File: config.mk
export PLATFORM = sky130hd
export DESIGN_NAME = vtab_engine
export DESIGN_NICKNAME = d
export VERILOG_FILES = /design/src/rtl/vtab_pkg.sv /design/src/rtl/vtab_store.sv /design/src/rtl/vtab_ctrl.sv /design/src/rtl/vtab_engine.sv
export SDC_FILE = /design/constraint.sdc
export NUM_CORES = 1
export LEC_CHECK = 0
export BUFFER_PORTS_ARGS = -buffer_cell sky130_fd_sc_hd__buf_2
export CAP_MARGIN = 20
export CORE_UTILIZATION = 54
export CTS_CLUSTER_SIZE = 20
export DETAILED_ROUTE_END_ITERATION = 8
export PLACE_DENSITY = 0.74
export SLEW_MARGIN = 20
export SYNTH_ARGS = -nofsm -noshare
export SYNTH_HDL_FRONTEND = slang
export SYNTH_SLANG_ARGS = --single-unit
File: constraint.sdc
create_clock -name clk -period 3.8 [get_ports clk]
set_input_delay 0.19 -clock clk [delete_from_list [all_inputs] [get_ports clk]]
set_output_delay 0.19 -clock clk [all_outputs]
set_load 0.01 [all_outputs]
File: src/rtl/vtab_pkg.sv
package vtab_pkg;

    // opcode values in command bits 2:0
    localparam logic [2:0] OPC_NOP   = 3'd0;
    localparam logic [2:0] OPC_FLUSH = 3'd1;
    localparam logic [2:0] OPC_LOAD  = 3'd2;
    localparam logic [2:0] OPC_PURGE = 3'd3;
    localparam logic [2:0] OPC_DROP  = 3'd4;

    // register select
    localparam logic ADDR_CMD  = 1'b0;
    localparam logic ADDR_DATA = 1'b1;

    // command word bit positions
    localparam int CMD_GO_BIT   = 3;
    localparam int CMD_FULL_BIT = 4;
    localparam int CMD_PORT_LSB = 8;
    localparam int CMD_PORT_W   = 4;
    localparam int CMD_VID_LSB  = 16;

    // data word bit positions
    localparam int DATA_VALID_BIT = 11;

    // table update requests from the sequencer to the store
    typedef enum logic [1:0] {
        SC_NONE  = 2'd0,
        SC_WRITE = 2'd1,
        SC_INVAL = 2'd2,
        SC_DROP  = 2'd3
    } scmd_e;

endpackage

File: src/rtl/vtab_store.sv
module vtab_store
    import vtab_pkg::*;
#(
    parameter int NUM_ENTRIES = 16,
    parameter int NUM_PORTS   = 10,
    parameter int VID_W       = 12,
    localparam int IW         = $clog2(NUM_ENTRIES)
) (
    input  logic                  clk,
    input  logic                  rst_n,
    // update request
    input  scmd_e                 s_cmd,
    input  logic [IW-1:0]         s_idx,
    input  logic [VID_W-1:0]      s_vid,
    input  logic [NUM_PORTS-1:0]  s_mask,
    input  logic [CMD_PORT_W-1:0] s_port,
    // search for the command VID
    input  logic [VID_W-1:0]      q_vid,
    output logic                  q_hit,
    output logic [IW-1:0]         q_hit_idx,
    output logic                  q_free,
    output logic [IW-1:0]         q_free_idx,
    output logic [NUM_ENTRIES-1:0] valid_vec,
    // forwarding lookup
    input  logic [VID_W-1:0]      lk_vid,
    output logic                  lk_hit,
    output logic [NUM_PORTS-1:0]  lk_mask
);

    typedef struct packed {
        logic                 valid;
        logic [VID_W-1:0]     vid;
        logic [NUM_PORTS-1:0] mask;
    } ent_t;

    ent_t tab_q [NUM_ENTRIES];
    ent_t tab_d [NUM_ENTRIES];

    logic [NUM_ENTRIES-1:0] lk_match;

    always_comb begin
        tab_d = tab_q;
        case (s_cmd)
            SC_WRITE: tab_d[s_idx] = '{valid: 1'b1, vid: s_vid, mask: s_mask};
            SC_INVAL: tab_d[s_idx].valid = 1'b0;
            SC_DROP:  tab_d[s_idx].mask  = tab_q[s_idx].mask &
                                           ~(NUM_PORTS'(1) << s_port);
            default:  ;
        endcase
    end

    always_ff @(posedge clk or negedge rst_n) begin
        if (!rst_n) begin
            for (int i = 0; i < NUM_ENTRIES; i++) tab_q[i] <= '0;
        end else begin
            tab_q <= tab_d;
        end
    end

    genvar g;
    generate
        for (g = 0; g < NUM_ENTRIES; g++) begin : g_ent
            assign valid_vec[g] = tab_q[g].valid;
            assign lk_match[g]  = tab_q[g].valid && (tab_q[g].vid == lk_vid);
        end
    endgenerate

    // lowest index wins for both searches
    always_comb begin
        q_hit      = 1'b0;
        q_hit_idx  = '0;
        q_free     = 1'b0;
        q_free_idx = '0;
        for (int i = NUM_ENTRIES - 1; i >= 0; i--) begin
            if (tab_q[i].valid && (tab_q[i].vid == q_vid)) begin
                q_hit     = 1'b1;
                q_hit_idx = IW'(i);
            end
            if (!tab_q[i].valid) begin
                q_free     = 1'b1;
                q_free_idx = IW'(i);
            end
        end
    end

    always_comb begin
        lk_mask = '0;
        for (int i = 0; i < NUM_ENTRIES; i++) begin
            if (lk_match[i]) lk_mask = lk_mask | tab_q[i].mask;
        end
    end
    assign lk_hit = |lk_match;

    AST_UNIQUE_VID: assert property (@(posedge clk) disable iff (!rst_n)
        $onehot0(lk_match));

    AST_IDLE_TABLE: assert property (@(posedge clk) disable iff (!rst_n)
        (s_cmd == SC_NONE) |=> $stable(valid_vec));

endmodule

File: src/rtl/vtab_ctrl.sv
module vtab_ctrl
    import vtab_pkg::*;
#(
    parameter int NUM_ENTRIES = 16,
    parameter int NUM_PORTS   = 10,
    parameter int VID_W       = 12,
    localparam int IW         = $clog2(NUM_ENTRIES)
) (
    input  logic                  clk,
    input  logic                  rst_n,
    input  logic                  wr_en,
    input  logic                  addr,
    input  logic [31:0]           wr_data,
    output logic [31:0]           rd_data,
    // store interface
    output scmd_e                 s_cmd,
    output logic [IW-1:0]         s_idx,
    output logic [VID_W-1:0]      s_vid,
    output logic [NUM_PORTS-1:0]  s_mask,
    output logic [CMD_PORT_W-1:0] s_port,
    input  logic                  q_hit,
    input  logic [IW-1:0]         q_hit_idx,
    input  logic                  q_free,
    input  logic [IW-1:0]         q_free_idx,
    // state for checks at the top
    output logic                  busy_o,
    output logic [2:0]            op_o
);

    localparam logic [IW-1:0] LAST_IDX = IW'(NUM_ENTRIES - 1);

    typedef struct packed {
        logic                  busy;
        logic                  full;
        logic [2:0]            op;
        logic [CMD_PORT_W-1:0] port;
        logic [VID_W-1:0]      vid;
        logic [NUM_PORTS-1:0]  dmask;
        logic                  dvalid;
        logic [IW-1:0]         walk;
    } ctl_t;

    ctl_t q, d;
    logic unused_wbits;
    logic walking;

    assign unused_wbits = ^wr_data;
    assign walking = (q.op == OPC_FLUSH) || (q.op == OPC_DROP);

    always_comb begin
        d      = q;
        s_cmd  = SC_NONE;
        s_idx  = q.walk;
        s_vid  = q.vid;
        s_mask = q.dmask;
        s_port = q.port;
        if (!q.busy) begin
            if (wr_en && addr == ADDR_CMD) begin
                d.op   = wr_data[2:0];
                d.port = wr_data[CMD_PORT_LSB +: CMD_PORT_W];
                d.vid  = wr_data[CMD_VID_LSB +: VID_W];
                if (wr_data[CMD_GO_BIT]) begin
                    d.busy = 1'b1;
                    d.full = 1'b0;
                    d.walk = '0;
                end
            end
            if (wr_en && addr == ADDR_DATA) begin
                d.dmask  = wr_data[NUM_PORTS-1:0];
                d.dvalid = wr_data[DATA_VALID_BIT];
            end
        end else begin
            case (q.op)
                OPC_FLUSH: s_cmd = SC_INVAL;
                OPC_DROP:  s_cmd = SC_DROP;
                OPC_LOAD: begin
                    d.busy = 1'b0;
                    if (q_hit) begin
                        s_cmd = SC_WRITE;
                        s_idx = q_hit_idx;
                    end else if (q_free) begin
                        s_cmd = SC_WRITE;
                        s_idx = q_free_idx;
                    end else begin
                        d.full = 1'b1;
                    end
                end
                OPC_PURGE: begin
                    d.busy = 1'b0;
                    if (q_hit) begin
                        s_cmd = SC_INVAL;
                        s_idx = q_hit_idx;
                    end
                end
                default: d.busy = 1'b0;
            endcase
            if (walking) begin
                if (q.walk == LAST_IDX) d.busy = 1'b0;
                else                    d.walk = q.walk + 1'b1;
            end
        end
    end

    always_ff @(posedge clk or negedge rst_n) begin
        if (!rst_n) q <= '0;
        else        q <= d;
    end

    always_comb begin
        rd_data = '0;
        if (addr == ADDR_CMD) begin
            rd_data[2:0]                        = q.op;
            rd_data[CMD_GO_BIT]                 = q.busy;
            rd_data[CMD_FULL_BIT]               = q.full;
            rd_data[CMD_PORT_LSB +: CMD_PORT_W] = q.port;
            rd_data[CMD_VID_LSB +: VID_W]       = q.vid;
        end else begin
            rd_data[NUM_PORTS-1:0]  = q.dmask;
            rd_data[DATA_VALID_BIT] = q.dvalid;
        end
    end

    assign busy_o = q.busy;
    assign op_o   = q.op;

    AST_WALK_KEEPS_BUSY: assert property (@(posedge clk) disable iff (!rst_n)
        (q.busy && walking && q.walk != LAST_IDX) |=> q.busy);

    AST_SHORT_OP_DONE: assert property (@(posedge clk) disable iff (!rst_n)
        (q.busy && !walking) |=> !q.busy);

    AST_FIELDS_FROZEN: assert property (@(posedge clk) disable iff (!rst_n)
        q.busy |=> ($stable(q.op) && $stable(q.vid) && $stable(q.port)
                    && $stable(q.dmask) && $stable(q.dvalid)));

    AST_FULL_FROM_LOAD: assert property (@(posedge clk) disable iff (!rst_n)
        $rose(q.full) |-> ($past(q.op) == OPC_LOAD && s_cmd == SC_NONE));

endmodule

File: src/rtl/vtab_engine.sv
module vtab_engine
    import vtab_pkg::*;
#(
    parameter int NUM_ENTRIES = 16,
    parameter int NUM_PORTS   = 10,
    parameter int VID_W       = 12,
    localparam int IW         = $clog2(NUM_ENTRIES)
) (
    input  logic                 clk,
    input  logic                 rst_n,
    input  logic                 reg_wr,
    input  logic                 reg_addr,
    input  logic [31:0]          reg_wdata,
    output logic [31:0]          reg_rdata,
    input  logic [VID_W-1:0]     lk_vid,
    output logic                 lk_hit,
    output logic [NUM_PORTS-1:0] lk_mask
);

    scmd_e                  s_cmd;
    logic [IW-1:0]          s_idx;
    logic [VID_W-1:0]       s_vid;
    logic [NUM_PORTS-1:0]   s_mask;
    logic [CMD_PORT_W-1:0]  s_port;
    logic                   q_hit, q_free;
    logic [IW-1:0]          q_hit_idx, q_free_idx;
    logic [NUM_ENTRIES-1:0] valid_vec;
    logic                   ctl_busy;
    logic [2:0]             ctl_op;

    vtab_ctrl #(
        .NUM_ENTRIES(NUM_ENTRIES), .NUM_PORTS(NUM_PORTS), .VID_W(VID_W)
    ) u_ctrl (
        .clk(clk), .rst_n(rst_n),
        .wr_en(reg_wr), .addr(reg_addr), .wr_data(reg_wdata), .rd_data(reg_rdata),
        .s_cmd(s_cmd), .s_idx(s_idx), .s_vid(s_vid), .s_mask(s_mask), .s_port(s_port),
        .q_hit(q_hit), .q_hit_idx(q_hit_idx), .q_free(q_free), .q_free_idx(q_free_idx),
        .busy_o(ctl_busy), .op_o(ctl_op)
    );

    vtab_store #(
        .NUM_ENTRIES(NUM_ENTRIES), .NUM_PORTS(NUM_PORTS), .VID_W(VID_W)
    ) u_store (
        .clk(clk), .rst_n(rst_n),
        .s_cmd(s_cmd), .s_idx(s_idx), .s_vid(s_vid), .s_mask(s_mask), .s_port(s_port),
        .q_vid(s_vid), .q_hit(q_hit), .q_hit_idx(q_hit_idx),
        .q_free(q_free), .q_free_idx(q_free_idx), .valid_vec(valid_vec),
        .lk_vid(lk_vid), .lk_hit(lk_hit), .lk_mask(lk_mask)
    );

    AST_FLUSH_EMPTIES: assert property (@(posedge clk) disable iff (!rst_n)
        ($fell(ctl_busy) && $past(ctl_op) == OPC_FLUSH) |-> (valid_vec == '0));

    AST_MISS_NO_MASK: assert property (@(posedge clk) disable iff (!rst_n)
        !lk_hit |-> (lk_mask == '0));

endmodule

### Word-level counts from Yosys, hierarchy flattened

Cells that the tools add are included.
Widths: inputs -> output; s select.

* flip-flop bits (word level): 404
* bits in latches: 0
* memory bits (writable): 0
* memory bits (read-only): 0
* output and inout bits: 43
* logic and storage cells: 293
* memories kept: 0

* add/subtract/negate cells: 1
* multiply operators: 0
* divide/modulo/power cells: 0
* $lt $le $gt $ge: 2
* equality and inequality tests: 45
* shift operators: 1
* mux-type cells: 123
* bitwise operators: 20
* reduce and logical (&&, ||, !) cells: 45

Operators by type and width (count)
* $bwmux 368: 3
* $pmux 368 s3: 1
* $eq 12x12->1: 32
* $demux 23 s4: 3
* $mux 10: 19
* $mux 4: 41
* $or 10x10->10: 15
* $bmux 23 s4: 1
* $mux 23: 2
* $mux 1: 41
* $logic_and 1x1->1: 35
* $mux 21: 1
* $reduce_or 16->1: 1
* $mux 12: 1
* $mux 2: 6
* $and 10x10->10: 1
* $ne 2x2->1 const B: 5
* $not 10->10: 1
* $shl 1x4->10 const A: 1
* $pmux 2 s4: 1
* $pmux 4 s2: 1
* $eq 3x2->1 const B: 2
* $ge 5x5->1 const B: 1
* $lt 5x1->1 const B: 1
* other kinds (17): 21

### Logic depth before layout (Yosys ltp)

Gate-level depths: netlist of run 1.

* depth in word-level cells: 33
* mapped depth: 18
* depth with buffers taken out: 11

### Modules after synthesis

Synthesis of run 1 repeated with hierarchy kept, for this count alone.

* cell total of the unflattened synthesis: 2143
* area, all modules: 23344.9 sq um

Modules (own cells, without submodules)
* vtab_store: times used 1, cells each 1943, area each 21109.0 sq um
* vtab_ctrl: times used 1, cells each 200, area each 2235.9 sq um

### Worst setup path after synthesis of run 1

OpenSTA, ideal clock, no wires.

* path type: flip-flop to flip-flop
* start point: register u_ctrl.q, in the netlist u_ctrl.s_vid[7]
* end point: register (tool-made name)
* data arrival time: 3579 ps
* required time: 3672 ps
* slack: 93 ps
* stages on the path, launching flop included: 17
* buffers on the path: 6
* cell sequence: dfrtp_1 -> buf_6 -> buf_4 -> xnor2_1 -> nand4_1 -> or4_1 -> a211oi_1 -> o311ai_1 -> and3_1 -> buf_2 -> nor3_4 -> buf_6 -> buf_6 -> nand4_1 -> nor2_1 -> buf_4 -> mux2_1

RTL lines
* start, declared: line vtab_ctrl.sv:43 `ctl_t q, d;`
* start signal, assigned: line vtab_ctrl.sv:105 `if (!rst_n) q <= '0;`
* start signal, assigned: line vtab_ctrl.sv:106 `else q <= d;`

==> flow_metrics.tcl, run 1 <==
set metrics [dict create \
    clockBufferDepth 3 \
    grt_max_degree 106 \
    max_slew_margin_pct 29.0 \
    dr.pass1.iters 7 \
    ios 91 \
    worst_path_max_delay_cell "nor4_4" \
    tightest_slew_ns 1.05 \
    synth_ff_type "dfrtp_1" \
    whs_ns 0.129 \
    gp_congestion 1.00 \
    cp_max_fo 14 \
    drv_slew 0 \
    min_period_ns 4.14 \
    grt_pass1_wl_mm 134 \
    die_h_um 216 \
    dp_hpwl_mm 56.4 \
    finalSetupViolCount 354 \
    drtIter0Drc 2681 \
    crit_buf_inv 6 \
    synth.distinct_cells 85 \
    drc_errors 0 \
    crit_path_end_kind "flop" \
    h-tree-depth 2 \
    ir_worst_vdd_mv 0.496 \
    busiest_layer "met2" \
    chipWidth_um 216 \
    dieArea_um2 46500 \
    outcome "finished, violations left" \
    critical_path.top_delay_family "simple AND/OR/NAND/NOR gates" \
    critPathMaxStageDelay_ns 0.43 \
    arrival_ns 4.67 \
    hp-class "input port to flop" \
    ys.warnings.count 0 \
    syn_to_final_growth_pct 29.5 \
    grt_util_met1_pct 47.1 \
    numPortBuffers 74 \
    setup_tns_ns -69.54 \
    synth-seq-area-share_pct 41.0 \
    post_drt_wl_per_cell_um 29.0 \
    rsz0062_at_grt "true" \
    violations "setup timing" \
    fmax_mhz 241 \
    synth_area_um2 24600 \
    synthArstFlopShare_pct 100 \
    finalCritPeriodShare_pct 109 \
    fin_ws_ns -0.345 \
    antenna_found_initial 1 \
    grt_use_met3_pct 9.09 \
    worstPathCellList "buf_12 -> buf_4 -> xnor2_1 -> nand4_1 -> nor4_4 -> buf_4 -> nor4_1 -> a221oi_2 -> and3b_2 -> nor3_4 -> buf_12 -> buf_12 -> nand2_1 -> a32o_1 -> o41ai_4 -> buf_4 -> mux2_2" \
    max_cap_violations 0 \
    clk_transition_reported_paths_ns 0.06 \
    grt_pass1_vias 21800 \
    viasPerCell 6.70 \
    clk_latency_ns 0.61 \
    cts_sinks 404 \
    grt_use_met2_pct 60.4 \
    power_density_nw_per_um2 502 \
    rows 77 \
    cts_tree "done" \
    coreArea_um2 44600 \
    hold_violations 0 \
    fin_nets 2678 \
    cts_root_buffer "clkbuf_16" \
    drtAntennaViolNets 0 \
    gr-total-overflow 0 \
    syn_avg_cell_area_um2 11.1 \
    ys_ff_latch 404 \
    synthCells 2212 \
    finalClockSkew_ns 0.0314 \
    synth_edf_count 0 \
    crit_required_ns 4.33 \
    p_leak_nw 14.2 \
    worstSetupPathType "flop to flop" \
    vias 21800 \
    drive_above_1_share_pct 39.5 \
    initial_core_util_pct 55.2 \
    cts_buffers 46 \
    cp-start-kind "flop" \
    grt_use_total_pct 38.1 \
    wl_mm 94.4 \
]
metal layers:
metal | routed length (um) | up-vias
met4 | 7680 | 0
met2 | 42400 | 1567
met3 | 9680 | 549
met5 | 0 | -
met1 | 34700 | 10800
li1 | - | 8876
cell families after synthesis:
kind of cell,count (synthesis),synth area share [%]
AO/OA/AOI/OAI,338,11.1
other,1,0.0152
adder cells (fa/ha/maj),1,0.0508
AND/OR/NAND/NOR,484,11.5
XOR/XNOR,387,13.8
multiplexers,385,17.4
buffers and inverters,212,5.11
flip-flops,404,41.0
per-stage QoR:
stage / std cells / util [%] / power (W) / setup slack, ns / cell area (um2)
finish: 3258 / 71.5 / 0.0160 / -0.345 / 31900
global route: 3257 / 71.5 / 0.0164 / -0.424 / 31900
CTS: 3207 / 69.5 / 0.0153 / -0.193 / 31000
detailed placement: 3066 / 63.2 / 0.0102 / -0.456 / 28200
global placement: 3066 / 63.2 / 0.0101 / -0.469 / 28200
floorplan: 2219 / - / 0.00841 / 0.0932 / 24700
worst reg2reg max path, stage by stage (launching register included):
cell	delay, ns
dfrtp_2	0.42
buf_12	0.16
buf_4	0.18
xnor2_1	0.21
nand4_1	0.17
nor4_4	0.43
buf_4	0.25
nor4_1	0.08
a221oi_2	0.26
and3b_2	0.29
nor3_4	0.21
buf_12	0.17
buf_12	0.15
nand2_1	0.08
a32o_1	0.28
o41ai_4	0.38
buf_4	0.20
mux2_2	0.16
where the power goes:
part	switching [W]	internal (W)	total [W]
Sequential	0.000568	0.00480	0.00537
Combinational	0.00317	0.00279	0.00596
Clock	0.00195	0.00275	0.00469
what timing repair did:
| item | in CTS | in global routing |
|---|---|---|
| resized for setup | 124 | 87 |
| pin swaps | 16 | 46 |
| buffers inserted | 25 | 41 |
| hold buffers | 25 | 0 |
| cloned | 8 | 8 |
| endpoints found under the setup margin | 360 | 364 |
| endpoints found under the hold margin | 132 | 0 |
cell type report:
class	count	area, um2
repair buffers	553	5240
diodes	2	5.00
inverters	21	78.8
clock inverters	18	223
well taps	592	741
multi-input cells	1603	14100
fillers	2911	12700
flip-flops and latches	404	10100
clock buffers	65	1340
layout by cell type (no fill, tap or decap), types with 41 or more instances in the layout:
cell / n
nand3_1: 53
buf_4: 333
buf_6: 46
buf_12: 60
mux2_1: 82
clkbuf_16: 56
nand2_1: 120
a22o_1: 41
o21ai_0: 51
nand4_1: 71
dfrtp_1: 394
xnor2_1: 300
mux2_2: 254
mux2i_1: 45
xor2_1: 69
buf_2: 73
final timing paths:
kind                       slack, ns                        start                    endpoint  cells past startpoint
max in group asynchronous       2.48                        rst_n  asynchronous set/reset pin                      3
setup / recovery               -0.34  u_ctrl.s_vid[1]$_DFFE_PN0P_                        flop                     17
hold reg to reg                 0.53                         flop                        flop                      1
min in group asynchronous       0.22                        rst_n  asynchronous set/reset pin                      2
hold / removal                  0.13                       reg_wr  u_ctrl.op_o[0]$_DFFE_PN0P_                      3
setup reg to reg               -0.34  u_ctrl.s_vid[1]$_DFFE_PN0P_                        flop                     17
Yosys cell counts, types with 5 or more instances:
| master | number | area (um2) |
|---|---|---|
| a2111oi_0 | 7 | 61.3 |
| o22ai_1 | 7 | 43.8 |
| o31a_1 | 12 | 105 |
| nor2b_1 | 17 | 106 |
| nor2_1 | 50 | 188 |
| nor4_2 | 13 | 163 |
| buf_6 | 39 | 439 |
| o31ai_1 | 23 | 173 |
| nand3b_1 | 9 | 67.6 |
| o21ai_0 | 54 | 270 |
| nor2_2 | 5 | 31.3 |
| nand2b_1 | 6 | 37.5 |
| o21ai_1 | 22 | 110 |
| mux2i_1 | 46 | 460 |
| a221oi_1 | 40 | 350 |
| mux2_2 | 255 | 2870 |
| a211o_1 | 7 | 61.3 |
| a22oi_1 | 6 | 45.0 |
| nand4_1 | 71 | 444 |
| mux2_1 | 84 | 946 |
| nand2_1 | 122 | 458 |
| inv_1 | 21 | 78.8 |
| and4_1 | 9 | 78.8 |
| nor4_4 | 8 | 170 |
| o41ai_4 | 8 | 220 |
| a22o_1 | 41 | 359 |
| or3_1 | 5 | 31.3 |
| buf_4 | 30 | 225 |
| a32o_1 | 8 | 80.1 |
| a21oi_1 | 16 | 80.1 |
| nand3_1 | 60 | 300 |
| dfrtp_1 | 404 | 10100 |
| nor3_1 | 20 | 100 |
| a31oi_1 | 30 | 188 |
| o211ai_1 | 11 | 82.6 |
| clkbuf_1 | 78 | 293 |
| nor4_1 | 39 | 244 |
| o21a_1 | 6 | 45.0 |
| xnor2_1 | 318 | 2790 |
| and2_1 | 8 | 50.1 |
| or4_1 | 8 | 60.1 |
| buf_2 | 38 | 190 |
| xor2_1 | 69 | 604 |
| buf_1 | 5 | 18.8 |
(Power assumes the default switching activity.)
==> run 2, diff against run 1 <==
--- a/config.mk
+++ b/config.mk
@@ -10,7 +10,7 @@
 export CORE_UTILIZATION = 54
 export CTS_CLUSTER_SIZE = 20
 export DETAILED_ROUTE_END_ITERATION = 8
-export PLACE_DENSITY = 0.74
+export PLACE_DENSITY = 0.71
 export SLEW_MARGIN = 20
 export SYNTH_ARGS = -nofsm -noshare
 export SYNTH_HDL_FRONTEND = slang
==> constraint.sdc (replaced) <==
create_clock -name clk -period 4.3 [get_ports clk]
set_input_delay 0.215 -clock clk [delete_from_list [all_inputs] [get_ports clk]]
set_output_delay 0.215 -clock clk [all_outputs]
set_load 0.01 [all_outputs]
==> run 2 against run 1 <==
Net effect:
- the flow now finishes without violations
- first-iteration DRC count shrank 23%
- wire length is 17% lower
- setup slack gained 0.49 ns
- flip-flop and latch count unchanged
- global-route usage decreased by 4.2 points
- sequential share of layout area up 3.8 points
- critical path depth fell by 3
- non-clock buffer count is 282 lower
==> flow_metrics.tcl, run 2 (same netlist as run 1, synthesis figures left out) <==
set metrics [dict create \
    drive_above_1_share_pct 28.0 \
    clk_latency_ns 0.59 \
    antenna_found_initial 0 \
    min_period_ns 4.15 \
    hp-class "input port to asynchronous set/reset pin" \
    ir_worst_vdd_mv 0.321 \
    num_antenna_cells 0 \
    rrSetupSlack_ns 0.15 \
    dp_hpwl_mm 51.4 \
    rr_startpoint "u_ctrl.s_vid[6]$_DFFE_PN0P_" \
    dpl_cell_area_um2 26500 \
    fin_nets 2395 \
    fin_ws_ns 0.149 \
    chipWidth_um 216 \
    outcome "complete, no violations" \
    clk_transition_reported_paths_ns 0.06 \
    hold_violations 0 \
    fmax_mhz 241 \
    crit_path_end_kind "flop" \
    cts_buffers 45 \
    dp_worst_setup_slack_ns 0.113 \
    numPortBuffers 74 \
    die_h_um 216 \
    cp-start-kind "flop" \
    fillers 3440 \
    coreArea_um2 44600 \
    initial_core_util_pct 55.2 \
    drc_errors 0 \
    finalSetupViolCount 0 \
    cts_root_buffer "clkbuf_16" \
    drv_slew 0 \
    rsz0062_at_grt "false" \
    worstSetupPathType "flop to flop" \
    drtAntennaViolNets 0 \
    max_cap_violations 0 \
    final_common_cell "dfrtp_1" \
    multiInputGateArea_um2 13500 \
    tightest_slew_ns 1.06 \
    gp_congestion 0.927 \
    dr.pass1.iters 5 \
    seq_area_um2 10100 \
    layout_common_cells "404 x dfrtp_1, 318 x xnor2_1, 255 x mux2_2" \
    vias 19100 \
    final_cell_area_um2 28500 \
    grt_max_degree 179 \
    rows 77 \
    grt_use_total_pct 33.9 \
    grt_pass1_vias 19700 \
    p_leak_nw 12.3 \
    syn_to_final_growth_pct 15.5 \
    power_density_nw_per_um2 447 \
    cp_max_fo 32 \
    clockBufferDepth 3 \
    ios 91 \
    finalClockSkew_ns 0.0246 \
    gr-total-overflow 0 \
    setup_tns_ns 0 \
    crit_required_ns 4.75 \
    arrival_ns 4.60 \
    finalCritPeriodShare_pct 96.5 \
    viasPerCell 6.43 \
    cts_tree "done" \
    dieArea_um2 46500 \
    drtIter0Drc 2073 \
    wl_mm 78.4 \
    rr_worst_depth 14 \
    post_drt_wl_per_cell_um 26.4 \
    cts_sinks 404 \
    h-tree-depth 2 \
    max_slew_margin_pct 29.2 \
    grt_pass1_wl_mm 120 \
]
[run 2: cell count changes in the layout (fill, tap and decap cells not counted), sizes merged]
cell    delta
buf      -270
bufbuf     -3
bufinv     +2
clkbuf     -8
clkinv     -4
diode      -2
inv        -1
[run 2: per-stage QoR]
step | hold WS, ns | cells | total power (W) | utilization (%)
global placement | 0.0968 | 2865 | 0.00843 | 59.5
CTS | 0.0916 | 2971 | 0.0127 | 63.6
detailed placement | 0.0986 | 2865 | 0.00855 | 59.5
global route | 0.110 | 2972 | 0.0132 | 63.8
floorplan | -0.0806 | 2219 | 0.00743 | -
finish | 0.0777 | 2972 | 0.0127 | 63.8
[run 2: timing repair]
item	CTS	global route
resized for setup	0	15
hold buffers	25	0
hold endpoints to repair	103	0
endpoints found under the setup margin	0	256
setup buffers	0	1
[run 2: worst max-delay path by stage]
stage                                 start    to  slack [ns]
6_report        u_ctrl.s_vid[6]$_DFFE_PN0P_  flop        0.15
5_1_grt        u_ctrl.s_vid[10]$_DFFE_PN0P_  flop       0.006
4_1_cts         u_ctrl.s_vid[6]$_DFFE_PN0P_  flop        0.09
3_5_place_dp    u_ctrl.s_vid[1]$_DFFE_PN0P_  flop        0.11
3_3_place_gp    u_ctrl.s_vid[1]$_DFFE_PN0P_  flop        0.17
2_1_floorplan   u_ctrl.s_vid[7]$_DFFE_PN0P_  flop        0.59
[run 2: final cells by class]
type / instances / share of cell area, %
Inverter: 21 / 0.277
Multi-Input combinational cell: 1603 / 47.6
Sequential cell: 404 / 35.5
Timing Repair Buffer: 271 / 8.57
Clock inverter: 15 / 0.814
Tap cell: 592 / 2.60
Clock buffer: 66 / 4.63
[run 2: layer usage]
| layer | vias up | wire length [um] | track usage [%] |
|---|---|---|---|
| li1 | 8284 | - | - |
| met1 | 9588 | 31100 | 43.4 |
| met2 | 958 | 36700 | 54.9 |
| met3 | 272 | 6280 | 6.12 |
| met4 | 0 | 4290 | 17.4 |
| met5 | - | 0 | 0 |
[run 2: report_power, final]
group | internal, W | switching (W) | total [W]
logic | 0.00172 | 0.00217 | 0.00389
clock network | 0.00248 | 0.00162 | 0.00410
registers | 0.00424 | 0.000496 | 0.00474
total | 0.00844 | 0.00429 | 0.0127
[run 2: worst max-delay path, cell delays in order (launching register included)]
cell      delay, ns
dfrtp_1        0.43
buf_12         0.26
xnor2_1        0.15
nand4_1        0.18
or4_1          0.61
o211ai_1       0.24
a221oi_2       0.11
and3b_1        0.38
nor3_4         0.08
buf_12         0.18
buf_4          0.17
or3_1          0.45
nor2_1         0.23
buf_12         0.18
mux2_1         0.33
==> run 3, diff against run 2 <==
--- a/config.mk
+++ b/config.mk
@@ -5,6 +5,7 @@
 export SDC_FILE = /design/constraint.sdc
 export NUM_CORES = 1
 export LEC_CHECK = 0
+export ABC_AREA = 1
 export BUFFER_PORTS_ARGS = -buffer_cell sky130_fd_sc_hd__buf_2
 export CAP_MARGIN = 20
 export CORE_UTILIZATION = 54
==> run 3 against run 2 <==
Net effect:
- non-clock buffer count up 107
- synthesized cell count up 110%
- fmax decreased by 1.8%
- first-iteration DRC count rose to 2.7 times the previous value
- combinational power is 62% higher
- sequential share of layout area is 6.2 points lower
- utilization increased by 0.071 points
- design area is 21% higher
- die area rose by 20%
- critical path depth increased by 10
==> flow_metrics.tcl, run 3 <==
set metrics [dict create \
    rows 85 \
    dp_worst_setup_slack_ns -0.00355 \
    drc_errors 0 \
    grt_use_met3_pct 14.5 \
    final_common_cell "nand2_1" \
    crit_path_end_kind "flop" \
    grt_use_total_pct 45.7 \
    synth_edf_count 0 \
    drive_above_1_share_pct 11.6 \
    cp-start-kind "flop" \
    dr.pass1.iters 6 \
    cp_max_fo 25 \
    ys.warnings.count 0 \
    max_cap_violations 0 \
    coreArea_um2 54000 \
    drtIter0Drc 5645 \
    arrival_ns 4.72 \
    dieArea_um2 55800 \
    clk_latency_ns 0.61 \
    synth_ff_type "dfrtp_1" \
    p_leak_nw 17.0 \
    cts_sinks 404 \
    cts_tree "done" \
    grt_max_degree 106 \
    synth_top_cells_by_count "1921 x nand2_1, 461 x inv_1, 404 x dfrtp_1, 322 x nor2_1, 252 x a21oi_1" \
    ir_worst_vdd_mv 0.449 \
    power_density_nw_per_um2 449 \
    syn_avg_cell_area_um2 6.30 \
    drv_slew 0 \
    rsz0062_at_grt "true" \
    viasPerCell 6.07 \
    synthArstFlopShare_pct 100 \
    dpl_cell_area_um2 32000 \
    finalCritPeriodShare_pct 98.3 \
    clockBufferDepth 3 \
    busiest_layer "met1" \
    clk_transition_reported_paths_ns 0.06 \
    drtAntennaViolNets 0 \
    synth_top_area_share_pct 34.1 \
    synthCells 4704 \
    fin_nets 4910 \
    cts_buffers 48 \
    grt_util_met1_pct 66.4 \
    outcome "complete, no violations" \
    synth_area_um2 29600 \
    min_period_ns 4.23 \
    seq_area_um2 10100 \
    tightest_slew_ns 0.919 \
    layout_common_cells "1911 x nand2_1, 458 x inv_1, 395 x dfrtp_1" \
    syn_to_final_growth_pct 16.4 \
    synthTopCellsByArea "dfrtp_1 34%, nand2_1 24%, inv_1 5.8%, a21oi_1 4.3%, nor2_1 4.1%" \
    synth_most_common_cell "nand2_1" \
    hold_violations 0 \
    grt_pass1_vias 30100 \
    wl_mm 133 \
    utilization_pct 63.9 \
    gr-total-overflow 0 \
    ys_ff_latch 404 \
    final_cell_area_um2 34500 \
    initial_core_util_pct 54.9 \
    whs_ns 0.116 \
    cts_root_buffer "clkbuf_16" \
    ios 91 \
    worstSetupPathType "flop to flop" \
    max_slew_margin_pct 38.3 \
    grt_pass1_wl_mm 191 \
    synth-seq-area-share_pct 34.1 \
    gp_congestion 1.07 \
    fmax_mhz 237 \
    synth.distinct_cells 56 \
    fin_ws_ns 0.0735 \
    die_h_um 236 \
    multiInputGateArea_um2 16400 \
    post_drt_wl_per_cell_um 23.7 \
    vias 33900 \
    antenna_found_initial 0 \
    crit_required_ns 4.79 \
    yosysTopAreaCell "dfrtp_1" \
    fillers 5153 \
    chipWidth_um 236 \
    grt_use_met2_pct 61.3 \
    h-tree-depth 2 \
    finalSetupViolCount 0 \
    dp_hpwl_mm 91.8 \
    hp-class "input port to flop" \
    numPortBuffers 74 \
    finalClockSkew_ns 0.0229 \
]
==> run 3: area by class of cell <==
class | count | area share, %
Sequential cell | 404 | 29.3
Inverter | 511 | 5.70
Clock inverter | 17 | 0.649
Timing Repair Buffer | 378 | 10.2
Clock buffer | 68 | 3.99
Antenna cell | 1 | 0.00725
Tap cell | 696 | 2.52
Multi-Input combinational cell | 3518 | 47.6
==> run 3: kinds of logic (layout without fill, tap and decap cells) <==
group / Yosys count / after routing / share of synthesized area, %
AOI/OAI and AO/OA: 725 / 725 / 14.0
xor gates and xnor gates: 115 / 115 / 3.40
adders and majority gates: 1 / 1 / 0.0422
buffers and inverters: 789 / 974 / 11.2
DFF: 404 / 404 / 34.1
muxes: 9 / 9 / 0.321
other: 1 / 9 / 0.0127
and+or+nand+nor: 2660 / 2660 / 36.9
==> run 3: worst max-delay path, stage by stage (launching register included) <==
cell and delay (ns):
dfrtp_2 0.45, inv_2 0.26, buf_4 0.22, nand2_1 0.08
nand2_1 0.08, nor4_2 0.05, nand4_1 0.19, o31ai_2 0.12
inv_2 0.20, nand3_4 0.11, nor2_2 0.26, nand3_1 0.12
nand2_1 0.09, a21oi_2 0.08, nand2_4 0.13, nand2_8 0.12
nor2_1 0.26, inv_1 0.17, nor2_2 0.31, inv_2 0.10
nor2_4 0.22, nand2_1 0.14, buf_12 0.19, nand2_1 0.07
o21ai_1 0.06
==> run 3: metal layers <==
layer	routed length, um	vias up	part of all wire [%]
met5	0	-	0
met4	6630	0	5.0
met3	21500	463	16
met2	51100	2601	38
met1	53600	15500	40
li1	-	15400	-
==> run 3: stage by stage <==
stage                     total power (W)  cells  setup TNS (ns)
after floorplan                   0.00820   4711               0
after global placement             0.0105   5458               0
after detailed placement           0.0106   5458        -0.00355
after CTS                          0.0148   5568               0
after global routing               0.0160   5592           -3.13
final                              0.0155   5593               0
==> run 3: what timing repair did <==
item | CTS | global route
hold buffers | 25 | 0
cloned | 0 | 9
buffers inserted | 0 | 15
endpoints found under the setup margin | 2 | 339
hold endpoints to repair | 130 | 0
pin swaps | 0 | 15
gates resized for setup | 1 | 86
==> run 3: worst paths after layout <==
check / startpoint / end / slack [ns] / depth (start not counted)
worst max-delay path: u_ctrl.s_vid[4]$_DFFE_PN0P_ / flop / 0.07 / 24
worst min register to register: flop / flop / 0.48 / 2
worst min-delay path: reg_wr / u_ctrl.q[1]$_DFFE_PN0P_ / 0.12 / 5
min in group asynchronous: rst_n / asynchronous set/reset pin / 0.30 / 2
worst max register to register: u_ctrl.s_vid[4]$_DFFE_PN0P_ / flop / 0.07 / 24
max in group asynchronous: rst_n / u_ctrl.s_vid[4]$_DFFE_PN0P_ / 2.91 / 3
==> run 3: power by group <==
group          internal (W)  total [W]  switching (W)
registers           0.00432    0.00490       0.000581
logic               0.00218    0.00631        0.00414
clock network       0.00252    0.00429        0.00176
total               0.00901     0.0155        0.00648
